File: src/rtl/irq_ctrl_pkg.sv
package irq_ctrl_pkg;

   typedef enum logic [1:0] {
      CELL_RSVD,
      CELL_HWONLY,
      CELL_FULL
   } cell_kind_e;

   localparam int unsigned RST_IDX = 0;
   localparam int unsigned NMI_IDX = 1;

   function automatic cell_kind_e kind_of(input int unsigned idx, input int unsigned first_mask);
      if (idx == RST_IDX)
         return CELL_HWONLY;
      else if (idx == NMI_IDX)
         return CELL_FULL;
      else if (idx < first_mask)
         return CELL_RSVD;
      else
         return CELL_FULL;
   endfunction

endpackage

File: src/rtl/intc_flag_bank.sv
module intc_flag_bank
   import irq_ctrl_pkg::*;
#(
   parameter int unsigned N          = 16,
   parameter int unsigned FIRST_MASK = 4
) (
   input  logic         clk,
   input  logic         rst_n,
   input  logic [N-1:0] hw_req,
   input  logic         sw_set_en,
   input  logic [N-1:0] sw_set,
   input  logic         sw_clr_en,
   input  logic [N-1:0] sw_clr,
   input  logic [N-1:0] take_clr,
   output logic [N-1:0] flags
);

   for (genvar i = 0; i < N; i++) begin : g_cell
      if (kind_of(i, FIRST_MASK) == CELL_RSVD) begin : g_rsvd
         logic unused_rsvd;
         assign unused_rsvd = ^{hw_req[i], sw_set[i], sw_clr[i], take_clr[i]};
         assign flags[i] = 1'b0;
      end else if (kind_of(i, FIRST_MASK) == CELL_HWONLY) begin : g_hw
         logic q;
         logic unused_soft;
         assign unused_soft = ^{sw_set[i], sw_clr[i]};
         always_ff @(posedge clk or negedge rst_n) begin
            if (!rst_n)
               q <= 1'b0;
            else
               q <= hw_req[i] | (q & ~take_clr[i]);
         end
         assign flags[i] = q;
      end else begin : g_full
         logic q;
         logic soft_set;
         logic soft_clr;
         assign soft_set = sw_set_en & sw_set[i];
         assign soft_clr = sw_clr_en & sw_clr[i];
         always_ff @(posedge clk or negedge rst_n) begin
            if (!rst_n)
               q <= 1'b0;
            else
               q <= hw_req[i] | soft_set | (q & ~take_clr[i] & ~soft_clr);
         end
         assign flags[i] = q;
      end
   end

endmodule

File: src/rtl/intc_pick.sv
module intc_pick #(
   parameter int unsigned N     = 16,
   parameter int unsigned IDX_W = 4
) (
   input  logic [N-1:0]     elig,
   output logic             valid,
   output logic [IDX_W-1:0] idx
);

   always_comb begin
      idx = '0;
      for (int i = N - 1; i >= 0; i--) begin
         if (elig[i])
            idx = IDX_W'(i);
      end
   end

   assign valid = |elig;

endmodule

File: src/rtl/intc_ctl_regs.sv
module intc_ctl_regs #(
   parameter int unsigned N          = 16,
   parameter int unsigned FIRST_MASK = 4,
   parameter int unsigned ADDR_W     = 32,
   parameter int unsigned BASE_LSB   = 10
) (
   input  logic                       clk,
   input  logic                       rst_n,
   input  logic                       wr_en,
   input  logic [N-1:0]               en_wdata,
   input  logic                       wr_stat,
   input  logic [1:0]                 stat_wdata,
   input  logic                       wr_tbl,
   input  logic [ADDR_W-1:0]          tbl_wdata,
   input  logic                       mask_take,
   input  logic                       rti,
   output logic [N-1:0]               en_vec,
   output logic                       nmi_en,
   output logic                       glob_en,
   output logic                       prev_en,
   output logic [ADDR_W-BASE_LSB-1:0] tbl_base
);

   localparam int unsigned RSVD_W = FIRST_MASK - 2;

   logic [N-1:FIRST_MASK] line_en_q;
   logic unused_wdata;

   assign unused_wdata = ^{en_wdata[FIRST_MASK-1:2], en_wdata[0], tbl_wdata[BASE_LSB-1:0]};

   always_ff @(posedge clk or negedge rst_n) begin
      if (!rst_n) begin
         line_en_q <= '0;
         nmi_en    <= 1'b0;
         glob_en   <= 1'b0;
         prev_en   <= 1'b0;
         tbl_base  <= '0;
      end else begin
         if (wr_en) begin
            line_en_q <= en_wdata[N-1:FIRST_MASK];
            nmi_en    <= nmi_en | en_wdata[1];
         end
         if (mask_take) begin
            prev_en <= glob_en;
            glob_en <= 1'b0;
         end else if (wr_stat) begin
            glob_en <= stat_wdata[0];
            prev_en <= stat_wdata[1];
         end else if (rti) begin
            glob_en <= prev_en;
         end
         if (wr_tbl)
            tbl_base <= tbl_wdata[ADDR_W-1:BASE_LSB];
      end
   end

   assign en_vec = {line_en_q, {RSVD_W{1'b0}}, nmi_en, 1'b1};

endmodule

File: src/rtl/irq_ctrl.sv
module irq_ctrl
   import irq_ctrl_pkg::*;
#(
   parameter int unsigned NUM_W      = 4,
   parameter int unsigned ADDR_W     = 32,
   parameter int unsigned SLOT_LSB   = 5,
   parameter int unsigned BASE_LSB   = 10,
   parameter int unsigned FIRST_MASK = 4
) (
   input  logic                 clk,
   input  logic                 rst_n,
   input  logic [2**NUM_W-1:0]  hw_req,
   input  logic                 wr_en,
   input  logic [2**NUM_W-1:0]  en_wdata,
   input  logic                 wr_set,
   input  logic [2**NUM_W-1:0]  set_wdata,
   input  logic                 wr_clr,
   input  logic [2**NUM_W-1:0]  clr_wdata,
   input  logic                 wr_stat,
   input  logic [1:0]           stat_wdata,
   input  logic                 wr_tbl,
   input  logic [ADDR_W-1:0]    tbl_wdata,
   input  logic                 rti,
   input  logic [ADDR_W-1:0]    nxt_addr,
   output logic [2**NUM_W-1:0]  flag_rd,
   output logic [2**NUM_W-1:0]  en_rd,
   output logic [1:0]           stat_rd,
   output logic [ADDR_W-1:0]    tbl_rd,
   output logic                 take,
   output logic [ADDR_W-1:0]    vec_pc,
   output logic [ADDR_W-1:0]    ret_m,
   output logic [ADDR_W-1:0]    ret_n,
   output logic                 ack,
   output logic [NUM_W-1:0]     irq_num
);

   localparam int unsigned N      = 2 ** NUM_W;
   localparam int unsigned BASE_W = ADDR_W - BASE_LSB;
   localparam logic [NUM_W-1:0] FIRST_IDX = NUM_W'(FIRST_MASK);
   localparam logic [NUM_W-1:0] NMI_NUM   = NUM_W'(NMI_IDX);
   localparam logic [NUM_W-1:0] RST_NUM   = NUM_W'(RST_IDX);

   initial begin
      assert (BASE_LSB >= SLOT_LSB + NUM_W)
         else $error("irq_ctrl: table slots overlap the base field");
      assert (FIRST_MASK >= 3 && FIRST_MASK < N)
         else $error("irq_ctrl: FIRST_MASK out of range");
      assert (ADDR_W > BASE_LSB)
         else $error("irq_ctrl: address narrower than base field");
   end

   logic [N-1:0]      flags;
   logic [N-1:0]      en_vec;
   logic [N-1:0]      elig;
   logic [N-1:0]      take_clr;
   logic              nmi_en;
   logic              glob_en;
   logic              prev_en;
   logic [BASE_W-1:0] tbl_base;
   logic              pick_valid;
   logic [NUM_W-1:0]  pick_idx;
   logic              mask_take;
   logic [ADDR_W-1:0] vec_next;

   intc_flag_bank #(
      .N          (N),
      .FIRST_MASK (FIRST_MASK)
   ) u_flags (
      .clk       (clk),
      .rst_n     (rst_n),
      .hw_req    (hw_req),
      .sw_set_en (wr_set),
      .sw_set    (set_wdata),
      .sw_clr_en (wr_clr),
      .sw_clr    (clr_wdata),
      .take_clr  (take_clr),
      .flags     (flags)
   );

   intc_ctl_regs #(
      .N          (N),
      .FIRST_MASK (FIRST_MASK),
      .ADDR_W     (ADDR_W),
      .BASE_LSB   (BASE_LSB)
   ) u_regs (
      .clk        (clk),
      .rst_n      (rst_n),
      .wr_en      (wr_en),
      .en_wdata   (en_wdata),
      .wr_stat    (wr_stat),
      .stat_wdata (stat_wdata),
      .wr_tbl     (wr_tbl),
      .tbl_wdata  (tbl_wdata),
      .mask_take  (mask_take),
      .rti        (rti),
      .en_vec     (en_vec),
      .nmi_en     (nmi_en),
      .glob_en    (glob_en),
      .prev_en    (prev_en),
      .tbl_base   (tbl_base)
   );

   for (genvar i = 0; i < N; i++) begin : g_elig
      if (i == RST_IDX) begin : g_rst
         assign elig[i] = flags[i];
      end else if (i == NMI_IDX) begin : g_nmi
         assign elig[i] = flags[i] & nmi_en;
      end else if (i < FIRST_MASK) begin : g_rsvd
         assign elig[i] = 1'b0;
      end else begin : g_mask
         assign elig[i] = flags[i] & en_vec[i] & glob_en & nmi_en;
      end
   end

   intc_pick #(
      .N     (N),
      .IDX_W (NUM_W)
   ) u_pick (
      .elig  (elig),
      .valid (pick_valid),
      .idx   (pick_idx)
   );

   assign take_clr  = pick_valid ? ({{(N-1){1'b0}}, 1'b1} << pick_idx) : '0;
   assign mask_take = pick_valid && (pick_idx >= FIRST_IDX);
   assign vec_next  = {tbl_base, {BASE_LSB{1'b0}}} | (ADDR_W'(pick_idx) << SLOT_LSB);

   always_ff @(posedge clk or negedge rst_n) begin
      if (!rst_n) begin
         take    <= 1'b0;
         ack     <= 1'b0;
         irq_num <= '0;
         vec_pc  <= '0;
         ret_m   <= '0;
         ret_n   <= '0;
      end else begin
         take <= pick_valid;
         ack  <= pick_valid;
         if (pick_valid) begin
            irq_num <= pick_idx;
            vec_pc  <= vec_next;
            if (pick_idx == NMI_NUM)
               ret_n <= nxt_addr;
            else if (pick_idx != RST_NUM)
               ret_m <= nxt_addr;
         end
      end
   end

   assign flag_rd = flags;
   assign en_rd   = en_vec;
   assign stat_rd = {prev_en, glob_en};
   assign tbl_rd  = {tbl_base, {BASE_LSB{1'b0}}};

endmodule

File: config.mk
export PLATFORM = sky130hd
export DESIGN_NAME = irq_ctrl
export DESIGN_NICKNAME = d
export VERILOG_FILES = /design/src/rtl/irq_ctrl_pkg.sv /design/src/rtl/intc_flag_bank.sv /design/src/rtl/intc_pick.sv /design/src/rtl/intc_ctl_regs.sv /design/src/rtl/irq_ctrl.sv
export SDC_FILE = /design/constraint.sdc
export NUM_CORES = 1
export LEC_CHECK = 0
export BUFFER_PORTS_ARGS = -buffer_cell sky130_fd_sc_hd__buf_2
export CORE_ASPECT_RATIO = 0.7
export CORE_MARGIN = 2
export CORE_UTILIZATION = 48
export CTS_BUF_LIST = sky130_fd_sc_hd__clkbuf_16
export DETAILED_ROUTE_END_ITERATION = 8
export PLACE_DENSITY_LB_ADDON = 0.05
export SYNTH_ARGS = -nofsm -noshare
export SYNTH_HDL_FRONTEND = slang
export SYNTH_SLANG_ARGS = --single-unit
export TNS_END_PERCENT = 10
File: constraint.sdc
create_clock -name clk -period 4.45 [get_ports clk]
set_input_delay 1.335 -clock clk [delete_from_list [all_inputs] [get_ports clk]]
set_output_delay 1.335 -clock clk [all_outputs]
set_load 0.01 [all_outputs]
==> results.tsv, run 1 <==
metric	value	unit
cts_num_sinks	142	
synth-async-reset-ratio	1.000	
fillers	1029	
firstDrtPassIters	4	
cp_max_fo	7	
grt_pass1_wl	25070	um
viasPerCell	5.255	
skew	12.09	ps
initial_utilization	0.4921	
worst_r2r_endpoint	ret_m[9]	
worstSkewPairLatency	410	ps
syn_to_final_growth	29.94	%
synth_area_leaders	dfrtp_1 (58%), mux2_2 (19%), buf_4 (5.3%)	
synth_top_area_cell	dfrtp_1	
critPathLaunchType	flop	
r2r_cells	6	
final_max_slew_viol_count	0	
r2r_start	u_regs.glob_en	
die_x	138.9	um
slew_headroom	0.3318	
io_buffers	263	
dp_hpwl	11620	um
num_io_pins	306	
m1WireLength	6461	um
hold_viol	0	
setup_tns	0	ps
max_cap_violations	0	
endpoint_kind	output port	
hold_end	vec_pc[16]	
min_path_type	flop to flop	
top_layer	met5	
max-vdd-ir-drop	0.3680	mV
critPathRequiredTime	3120	ps
cts_buffer_depth	2	
ys_seq_area_frac	0.5813	
synth_seq_cells	142	
dieArea	13670	sq um
cts_max_level	4	
power_density	503.6	nW/um^2
antenna_found_initial	1	
hold_depth	1	
yosysTopAreaCellShare	0.5813	
crit_family	flip-flops	
fin_crit_sh	0.5421	
path_clk_slew	60	ps
crit_slowest_cell	dfrtp_1	
r2r_slack	2190	ps
cts_tree	yes	
drtIter0Drc	199	
grt.overflow.total	0	
ctsResizeCount	0	
wl_per_cell	18.39	um
core	12420	sq um
synth_top_cells_by_count	dfrtp_1 (142), mux2_2 (103), buf_4 (43)	
wl_met2	7610	um
yosysWarnings	0	
vias	4540	
grt_setup_unrepaired	no	
final_nets	826	
die_h	98.42	um
antenna_left	0	
setup_viol_count_final	0	
cts.hold.buffers_added	0	
ys.flop_type	dfrtp_1	
worst_slack	2038	ps
fmax	414.6	MHz
row_count	34	
dp_slack	2041	ps
final_layout_size_suffix_gt1_frac	0.5806	
grt_max_degree	112	
p_leak	0.003827	uW
outcome	finished, final reports clean	
yosysMostFrequentCell	dfrtp_1	
track_usage	0.2361	
hp-start	vec_pc[16]	
synth_cell_types	46	
grt_pass1_vias	4779	
remaining_drc_errors	0	
crit_chain	buf_2	
cp.buffers_inverters	1	
post_cts_buffers	0	
gp_congestion	0.8914	
wirelength	15890	um
period_needed	2412	ps
critPathKind	flop to output port	
cpPeakStageDelay	470	ps
critPathLaunch	u_regs.nmi_en	
tightest_slew	1002	ps
netlist_area	6113	sq um
syn_inst	439	
synth_area_per_cell	13.93	sq um
synth-edff-count	0	
arrival	1080	ps
ctsRootBufferMaster	clkbuf_16	
cts_made_buffers	17	
wl_met3	1349	um
==> layout make-up <==
class	count	area [sq um]	share of cell area
antenna	1	2.502	0.0003150
clock buffer	17	425.4	0.05355
clock inverter	15	181.4	0.02284
inverter	1	3.754	0.0004725
multi-input combinational	258	2215	0.2788
sequential	142	3553	0.4473
tap	162	202.7	0.02552
timing repair buffer	268	1360	0.1712
==> power breakdown <==
part / total (uW) / switching (uW) / leakage [uW] / internal, uW
logic: 868 / 445 / 0.00188 / 423
registers: 1680 / 142 / 0.00163 / 1540
clock network: 1450 / 526 / 0.000311 / 928
==> metal layers <==
layer	GRT usage	vias up
met4	0.1072	2
li1	-	2039
met5	0	-
met3	0.08844	39
met2	0.3797	207
met1	0.2872	2253
==> cells by family (layout without fill, tap and decap cells) <==
family,count (synthesis),in the layout,synth area share
AOI/OAI and AO/OA,65,65,0.08534
other,2,22,0.001228
DFF,142,142,0.5813
and+or+nand+nor,50,50,0.03971
muxes,122,122,0.2243
buffers and inverters,58,301,0.06815
==> metrics by stage <==
step | cells | hold WS, ps | cell area, sq um | power, uW | util
CTS | 863 | 491.0 | 7941 | 4038 | 0.6393
detailed placement | 831 | 476.7 | 7335 | 2577 | 0.5905
global placement | 831 | 470.0 | 7335 | 2542 | 0.5905
global route | 863 | 502.8 | 7941 | 4186 | 0.6393
finish | 864 | 486.4 | 7944 | 4001 | 0.6395
floorplan | 458 | 486.8 | 6185 | 2173 | -
==> worst max-delay path by stage <==
stage                                endpoint  slack, ps  depth (start not counted)
after detailed placement            ret_m[15]       2040                          2
after global placement              ret_m[15]       2090                          2
after CTS                            en_rd[1]       2010                          1
final                                en_rd[1]       2040                          1
after global routing                 en_rd[1]       1980                          1
after floorplan           u_regs.tbl_base[10]       2310                          2
==> cells in the final DEF, fill, tap and decap left out, types with 3 or more instances in the layout <==
| cell type | netlist | final |
|---|---|---|
| dfrtp_1 | 142 | 142 |
| bufinv_16 | 0 | 4 |
| mux2_1 | 17 | 17 |
| a21oi_1 | 5 | 5 |
| a31oi_1 | 7 | 7 |
| conb_1 | 2 | 21 |
| a21boi_0 | 7 | 7 |
| a22o_1 | 4 | 4 |
| a221o_1 | 5 | 5 |
| buf_4 | 43 | 5 |
| a211o_1 | 4 | 4 |
| nor2_1 | 3 | 3 |
| nand3_1 | 4 | 4 |
| nor3_1 | 3 | 3 |
| inv_1 | 1 | 6 |
| buf_2 | 0 | 262 |
| mux2_2 | 103 | 103 |
| nand2_1 | 30 | 30 |
| clkbuf_16 | 0 | 17 |
| o21ai_0 | 12 | 12 |
==> flip-flops by register name, indices dropped and copies added, names as in the netlist <==
register                 count
vec_pc                      23
u_regs.line_en_q            12
u_flags.g_cell.g_hw.q        1
ret_n                       32
ack                          1
ret_m                       32
u_regs.prev_en               1
u_regs.glob_en               1
u_regs.nmi_en                1
irq_num                      3
u_regs.tbl_base             22
u_flags.g_cell.g_full.q     13
==> worst reg2reg max path, cell delays in order, from the launching register on <==
cell,delay [ps]
dfrtp_1,450
and2_1,270
nand2_1,200
nand2_1,130
o31ai_4,210
buf_4,470
mux2_2,420
Note: power is estimated with default switching activity, not from simulation.
==> run 2: changes to the inputs <==
ABC_AREA = 1   (was default)
CORE_UTILIZATION = 42   (was 48)
clock period = 2.1 ns   (was 4.45 ns; I/O delays follow)
==> results.tsv, run 2 <==
metric	value	unit
outcome	complete, but fails checks	
violations	setup timing	
synth_area_per_cell	8.689	sq um
cts_num_sinks	142	
cts_tree	yes	
dieArea	15580	sq um
min_path_type	primary input to async pin	
diodes	0	
remaining_drc_errors	0	
grt_setup_unrepaired	yes	
cts_made_buffers	17	
period_needed	2114	ps
ys_seq_area_frac	0.5801	
synth-async-reset-ratio	1.000	
critPathKind	flop to flop	
drtIter0Drc	233	
synth_top_area_cell	dfrtp_1	
top_regs	ret_m (32), ret_n (32), vec_pc (23)	
syn_inst	705	
fmax	473.1	MHz
synth_seq_cells	142	
vias	5565	
max_cap_violations	0	
max-vdd-ir-drop	0.5603	mV
wl_per_cell	14.83	um
critPathLaunchType	flop	
cts_max_level	4	
path_clk_slew	60	ps
fillers	1293	
tightest_slew	519.6	ps
final_layout_size_suffix_gt1_frac	0.3717	
track_usage	0.2236	
yosysMostFrequentCell	nand2_1	
setup_viol_count_final	9	
critPathRequiredTime	2460	ps
final_common_cell	nand2_1	
grt_pass1_wl	26840	um
netlist_area	6126	sq um
power_density	1012	nW/um^2
arrival	2470	ps
cp_max_fo	8	
die_h	105.0	um
final_cells	1180	
ys.flop_type	dfrtp_1	
worstSkewPairLatency	430	ps
yosysWarnings	0	
p_leak	0.004728	uW
fin_crit_sh	1.007	
design_area	8424	sq um
ctsRootBufferMaster	clkbuf_16	
synth-edff-count	0	
endpoint_kind	flop	
worst_slack	-13.67	ps
synth_area_leaders	dfrtp_1 (58%), nand2_1 (19%), buf_4 (5.6%)	
skew	10.56	ps
synth_cell_types	31	
io_buffers	263	
gp_congestion	0.8673	
synth_top_cells_by_count	nand2_1 (305), dfrtp_1 (142), buf_4 (46)	
yosysTopAreaCellShare	0.5801	
grt_max_degree	50	
core	14100	sq um
dp.cells	1140	
grt.overflow.total	0	
antenna_left	0	
final_cell_mix	nand2_1 (294), buf_2 (262), dfrtp_1 (142)	
p_total	8529	uW
viasPerCell	4.716	
place_area	7614	sq um
dp_hpwl	12540	um
num_io_pins	306	
row_count	36	
final_nets	1116	
die_x	148.3	um
grt_pass1_vias	5264	
final_max_slew_viol_count	0	
slew_headroom	0.6536	
initial_utilization	0.4345	
cts_buffer_depth	2	
wirelength	17490	um
critPathLaunch	u_regs.nmi_en	
r2r_start	u_regs.nmi_en	
cts.hold.buffers_added	0	
firstDrtPassIters	4	
hold_viol	0	
antenna_found_initial	0	
syn_to_final_growth	37.52	%
==> run 2: changes by cell type in the layout (fill, tap and decap cells not counted), sizes merged, moves of 12 or more <==
cell   delta
nand2   +280
mux2    -120
inv      +35
buf      +33
a21oi    +32
nor2     +32
nand3    +12
o21ai    +12
==> run 2: kinds of logic (layout without fill, tap and decap cells) <==
family / count (synthesis) / count (layout) / share of synthesized area
other: 2 / 21 / 0.001226
AOI/OAI and AO/OA: 76 / 76 / 0.06720
and+or+nand+nor: 376 / 376 / 0.2496
DFF: 142 / 142 / 0.5801
buffers and inverters: 109 / 375 / 0.1019
==> run 2: repair_timing <==
action / 4_1_cts / 5_1_grt
gates cloned: 0 / 3
buffers inserted: 0 / 7
endpoints found under the setup margin: 32 / 90
gates resized for setup: 4 / 35
pin swaps: 0 / 10
==> run 2: worst paths after layout <==
check                                            to  slack, ps  cells past startpoint
setup / recovery                          ret_n[15]        -10                     15
hold / removal                  u_regs.line_en_q[7]        150                      1
setup reg to reg                          ret_n[15]        -10                     15
hold reg to reg                           ret_n[21]        470                      2
max in group asynchronous       u_regs.tbl_base[16]       1370                      2
min in group clk           u_flags.g_cell[0].g_hw.q        320                      1
==> run 2: critical path, stage by stage (launching register included) <==
cell and delay (ps):
dfrtp_1 410, nand2_4 150, inv_8 60, nand3_2 90, nand2_2 70, nor2_4 80, inv_2 50, nor3_4 250
nand2_4 110, nand2_8 100, inv_8 40, nor3_4 210, buf_6 150, clkbuf_16 150, nand2_1 50, nand2_1 60
==> run 2: metrics by stage <==
stage                     setup slack [ps]  TNS, ps  utilization  hold slack, ps
after floorplan                      97.49        0            -           334.4
after global placement               15.92        0       0.5400           457.5
after detailed placement            -33.81   -488.1       0.5400           460.2
after CTS                            7.705        0       0.5800           168.7
after global routing                -202.4    -6393       0.5975           185.3
final                               -13.67   -56.25       0.5975           153.6
==> run 2: area by class of cell <==
type / count / area, sq um / share of cell area
multi-input cells: 473 / 2150 / 0.2552
repair buffers: 303 / 1760 / 0.2090
well taps: 190 / 237.7 / 0.02822
inverters: 41 / 170.2 / 0.02020
flip-flops and latches: 142 / 3553 / 0.4218
clock buffers: 17 / 425.4 / 0.05050
clock inverters: 14 / 127.6 / 0.01515
==> run 2: routing by layer <==
layer | track usage | up-vias | wire (um)
met1 | 0.3001 | 2643 | 7620
met3 | 0.06550 | 22 | 1364
li1 | - | 2676 | -
met2 | 0.3489 | 224 | 8229
met5 | 0 | - | 0
met4 | 0.07483 | 0 | 278
==> run 2: power by group <==
part,total (uW),switching (uW),internal (uW)
registers,3530,284,3250
clock network,2860,1140,1720
logic,2140,1250,891
total,8530,2670,5860
